`src/rtl/ttx_ins_ctl.sv`:
```
`timescale 1ns/1ps
module ttx_ins_ctl #(
  parameter int LINE_W         = 10,
  parameter int PIX_W          = 11,
  parameter int HS_W           = 8,
  parameter int DLY_W          = 4,
  parameter int ACC_W          = 16,
  parameter int DIS_W          = 24,
  parameter int FIRST_DIS_LINE = 23,
  parameter int INC_625        = 16839,
  parameter int INC_525        = 13902,
  parameter int BITS_EU        = 360,
  parameter int BITS_NABTS     = 288,
  parameter int BITS_WST525    = 296,
  parameter int BITS_WST625    = 360
) (
  input  logic              clk,
  input  logic              rst_n,
  input  logic              ttx_en,
  input  logic [1:0]        std_sel,
  input  logic              win_mode,
  input  logic [HS_W-1:0]   hstart,
  input  logic [DLY_W-1:0]  req_delay,
  input  logic [LINE_W-1:0] odd_first,
  input  logic [LINE_W-1:0] odd_last,
  input  logic [LINE_W-1:0] even_first,
  input  logic [LINE_W-1:0] even_last,
  input  logic [DIS_W-1:0]  line_dis,
  input  logic [LINE_W-1:0] line_num,
  input  logic [PIX_W-1:0]  pix_cnt,
  input  logic              field,
  input  logic              ttx_bit_in,
  output logic              ttx_req,
  output logic              bit_out,
  output logic              bit_valid
);
  localparam int MAX_A    = (BITS_EU > BITS_NABTS) ? BITS_EU : BITS_NABTS;
  localparam int MAX_B    = (BITS_WST525 > BITS_WST625) ? BITS_WST525 : BITS_WST625;
  localparam int MAX_BITS = (MAX_A > MAX_B) ? MAX_A : MAX_B;
  localparam int CNT_W    = $clog2(MAX_BITS + 1);
  localparam int DIS_IW   = $clog2(DIS_W);
  localparam int HIST_W   = (1 << DLY_W) - 1;
  localparam logic [LINE_W-1:0] DIS_LO = LINE_W'(FIRST_DIS_LINE);
  localparam logic [LINE_W-1:0] DIS_HI = LINE_W'(FIRST_DIS_LINE + DIS_W);

  logic              active;
  logic [ACC_W-1:0]  acc;
  logic [CNT_W-1:0]  left;
  logic [HIST_W-1:0] hist;
  logic [ACC_W-1:0]  inc;
  logic [CNT_W-1:0]  nbits;
  logic [ACC_W:0]    sum;
  logic [LINE_W-1:0] dis_idx;
  logic              in_win, dis_hit, start, tick;
  logic [HIST_W:0]   dline;

  always_comb begin
    case (std_sel)
      2'd0:    begin inc = ACC_W'(INC_625); nbits = CNT_W'(BITS_EU);     end
      2'd1:    begin inc = ACC_W'(INC_525); nbits = CNT_W'(BITS_NABTS);  end
      2'd2:    begin inc = ACC_W'(INC_525); nbits = CNT_W'(BITS_WST525); end
      default: begin inc = ACC_W'(INC_625); nbits = CNT_W'(BITS_WST625); end
    endcase
  end

  assign in_win  = field ? (line_num >= even_first && line_num <= even_last)
                         : (line_num >= odd_first  && line_num <= odd_last);
  assign dis_idx = line_num - DIS_LO;
  assign dis_hit = (line_num >= DIS_LO) && (line_num < DIS_HI) && line_dis[dis_idx[DIS_IW-1:0]];
  assign start   = ttx_en && !active && in_win && !dis_hit && (pix_cnt == PIX_W'(hstart));
  assign sum     = {1'b0, acc} + {1'b0, inc};
  assign tick    = active && sum[ACC_W];
  assign dline   = {hist, tick};
  assign ttx_req = win_mode ? active : tick;

  always_ff @(posedge clk or negedge rst_n) begin
    if (!rst_n) begin
      active <= 1'b0;
      acc    <= '0;
      left   <= '0;
    end else if (!ttx_en) begin
      active <= 1'b0;
    end else if (start) begin
      active <= 1'b1;
      acc    <= '0;
      left   <= nbits;
    end else if (active) begin
      acc <= sum[ACC_W-1:0];
      if (tick) begin
        left <= left - 1'b1;
        if (left == CNT_W'(1)) active <= 1'b0;
      end
    end
  end

  always_ff @(posedge clk or negedge rst_n) begin
    if (!rst_n) begin
      hist      <= '0;
      bit_valid <= 1'b0;
      bit_out   <= 1'b0;
    end else begin
      hist      <= dline[HIST_W-1:0];
      bit_valid <= dline[req_delay];
      if (dline[req_delay]) bit_out <= ttx_bit_in;
    end
  end
endmodule

```
`config.mk`:
```
export PLATFORM = sky130hd
export DESIGN_NAME = ttx_ins_ctl
export DESIGN_NICKNAME = d
export VERILOG_FILES = /design/src/rtl/ttx_ins_ctl.sv
export SDC_FILE = /design/constraint.sdc
export NUM_CORES = 1
export LEC_CHECK = 0
export ABC_AREA = 0
export CAP_MARGIN = 20
export CORE_ASPECT_RATIO = 0.5
export CORE_UTILIZATION = 49
export DETAILED_ROUTE_END_ITERATION = 12
export GPL_ROUTABILITY_DRIVEN = 0
export PLACE_DENSITY = 0.93
export SYNTH_ARGS = -nofsm -noshare
export SYNTH_HDL_FRONTEND = slang
export SYNTH_SLANG_ARGS = --single-unit
```
`constraint.sdc`:
```
create_clock -name clk -period 4.8 [get_ports clk]
set_input_delay 0.96 -clock clk [delete_from_list [all_inputs] [get_ports clk]]
set_output_delay 0.96 -clock clk [all_outputs]
set_load 0.005 [all_outputs]
```
==> results.yml <==
status:
  status: "complete, no violations"
global_route:
  grt.busiest_layer: "met2"
  grt_max_degree: 44
  antenna_found_initial: 0
  grt_pass1_wl_microns: 15200
  gr-usage-met2_pct: 44.5
  grt_usage_pct: 23.7
  met3_usage_pct: 3.69
  grt_pass1_vias: 3442
  grt_overflow: 0
  use_met1_pct: 27.5
timing:
  worst_slew_pin_slew_ns: 0.923
  rsz0062_at_grt: "no"
  period_share_pct: 96.2
  hold_viol_final: 0
  hold_ws_ns: 0.368
  finalSetupViolCount: 0
  slew-limit-headroom_pct: 38.5
  tns_ns: 0
  clock.fmax_mhz: 217
  min_period_ns: 4.62
  maxSlewViolCount: 0
  fin_skew_ns: 0.00459
synth:
  synth_flop_cell: "dfrtp_1"
  syn-cell-area_sq_um: 3750
  synth_cells: 404
  synth_top_family_by_area: "adder cells"
  synthSimpleGateAreaFrac_pct: 15.1
  synthArstFlopShare_pct: 100
  synth_common_cells: "ha_1 (54), inv_1 (51), dfrtp_1 (43)"
  synth-seq-cells: 43
  synthMuxAreaShare_pct: 8.97
  yosys.area_share.xor_xnor_pct: 5.84
  synth_area_leaders: "dfrtp_1 (29%), ha_1 (18%), mux4_2 (5.4%), inv_1 (5.1%), xor2_1 (4.0%)"
  synth_edf_count: 0
  synth_area_per_cell_sq_um: 9.29
  synth_compound_area_share_pct: 17.1
  yosysSeqAreaShare_pct: 28.7
  syn-num-nets: 563
  yosysTopAreaCell: "dfrtp_1"
  yosysUniqueCellTypes: 56
  synthAdderAreaFrac_pct: 18.0
  yosys_warnings: 0
  synth.most_common_cell: "ha_1"
  yosysTopAreaCellShare_pct: 28.7
route:
  wire_per_inst_microns: 15.1
  drc: 0
  totalWireLength_microns: 9300
  drtIter0Drc: 141
  viasPerCell: 5.64
  ant_nets: 0
  dr.pass1.iters: 4
  vias: 3485
setup_path:
  end_kind: "output pin"
  worstSetupPathDepth: 13
  crit_chain: "clkdlybuf4s50_1, inv_1, ha_4, ha_1, inv_1, ha_1, nand2b_1, a2111o_1, o2111ai_2, a2bb2oi_2, o22ai_1, a21o_1, clkdlybuf4s50_1"
  critPathSlowestCell: "clkdlybuf4s50_1"
  r2r-end: "bit_out"
  cp_top_family: "buffers and inverters"
  cp_max_fo: 3
  required_ns: 3.84
  r2r_start: "acc[0]"
  slowest_delay_ns: 0.46
  cp-start-kind: "input pin"
  crit_type: "in2out"
  ff2ff_path_depth: 12
  path_buf_inv: 4
  critical_path_arrival_ns: 3.66
  rrSetupSlack_ns: 1.98
power:
  p_seq_share_pct: 37.4
  clkPwrFrac_pct: 35.0
  total_power_w: 0.000981
  powerDensity_nw_per_um2: 190
  ir_drop_uv: 145
  p_sw_w: 0.000266
  p_sw_share_pct: 27.1
  pwr-share-comb_pct: 27.6
  internal_power_w: 0.000715
  p_leak_nw: 2.44
floorplan:
  die_h_microns: 63.9
  io_pins: 108
  start_util_pct: 50.9
  num_rows: 22
  dieWidth_microns: 126
  die_area_sq_um: 8030
  core_sq_um: 7380
final_layout:
  nets: 680
  fin_cells: 618
  layout-drive-gt1-share_pct: 8.43
  fillers: 542
  n_antenna_cell: 0
  regArea_sq_um: 1080
  multi_input_area_sq_um: 2470
  areaGrowthSynthToFinish_pct: 37.7
cts:
  post-cts-setup-buffers: 0
  cts_tree: "built"
  cts_inserted_buffers: 5
  clk_path_buf_depth: 2
  clk_pin_slew_worst_paths_ns: 0.06
  worstSkewPairLatency_ns: 0.29
  cts_root_buf: "clkbuf_16"
  numClockSinks: 43
  htreeDepth: 2
min_path:
  hold-path-endpoint: "hist[2]"
  hold_path_class: "reg2reg"
  hold_path_depth: 0
  hp-start: "hist[1]"
place:
  portBuffers: 107
  place_inst: 610
  hpwlAfterDp_microns: 7480
flow_run:
  drv_cap: 0
## metal layers
layer,vias up,part of all wire (%),wire (microns)
li1,1704,-,-
met1,1663,42,3900
met2,98,52,4790
met3,20,4.3,398
met4,0,2.3,214
met5,-,0,0
## worst max path at each step
stage                    start  endpoint  slack, ns
finish              std_sel[1]   ttx_req       0.18
floorplan           std_sel[1]   ttx_req       0.66
global placement    std_sel[1]   ttx_req       0.06
CTS                 std_sel[1]   ttx_req       0.03
detailed placement  std_sel[1]   ttx_req       0.01
global route        std_sel[1]   ttx_req       0.08
## layout by cell type, fill, tap and decap left out, types with 3 or more instances in the layout
cell             instances
dfrtp_1                 43
nor2b_1                  4
clkbuf_16                5
nor2_1                  18
ha_1                    52
and3_1                   5
nand2b_1                 6
nand2_1                 25
nor4_1                   5
clkdlybuf4s50_1        106
nor3_1                   8
a22o_1                   4
mux2i_1                 10
mux2_2                   3
o2bb2ai_1                9
inv_1                   51
and4_1                   3
o211ai_1                 5
or3_1                    5
a31oi_1                  3
buf_4                   13
xnor2_1                  8
mux4_2                   9
nand4_1                  9
xor2_1                  17
o21ai_0                 15
a21oi_1                 22
a21o_1                   8
nand3_1                 10
## sequential cells by signal (all words and copies together) (netlist names)
signal and flops:
active 1, acc 16, left 9, bit_valid 1
hist 15, bit_out 1
## power groups by stage
stage | combinational [W] | sequential [W] | clock [W]
after floorplan | 0.000126 | 0.000373 | 0
after global placement | 0.000255 | 0.000373 | 0
after detailed placement | 0.000268 | 0.000373 | 0
after CTS | 0.000269 | 0.000366 | 0.000348
after global routing | 0.000298 | 0.000366 | 0.000365
final | 0.000271 | 0.000366 | 0.000344
## metrics by stage
stage	setup slack, ns	util [%]	cell area [sq um]
floorplan	0.665	-	3750
global placement	0.0626	67.6	4990
detailed placement	0.0139	67.6	4990
CTS	0.0323	69.7	5140
global route	0.0765	70.0	5170
finish	0.182	70.0	5170
## what timing repair did
item	4_1_cts	5_1_grt
hold buffers	0	0
setup endpoints to repair	1	1
resized for setup	1	3
pin swaps	0	1
cloned	0	0
## area by class of cell
cell class	count	area share, %
sequential	43	20.8
clock inverter	3	0.460
timing repair buffer	120	22.5
clock buffer	5	2.42
multi-input combinational	300	47.7
inverter	51	3.71
tap	96	2.33
## cells by family after synthesis
logic type / Yosys count
simple gates: 107
compound gates: 92
buf+inv: 61
fa+ha+maj: 54
flops: 43
xor+xnor: 25
mux: 22
## worst reg2reg max path, stage by stage, from the launching register on
cell       delay [ns]
dfrtp_1          0.36
ha_1             0.18
inv_1            0.05
ha_1             0.18
nand2b_1         0.10
a2111o_1         0.17
o2111ai_2        0.15
a2bb2oi_2        0.17
o22ai_1          0.17
buf_4            0.22
mux2i_1          0.11
o41ai_1          0.45
mux2_2           0.39
Note: power is estimated with default switching activity, not from simulation.
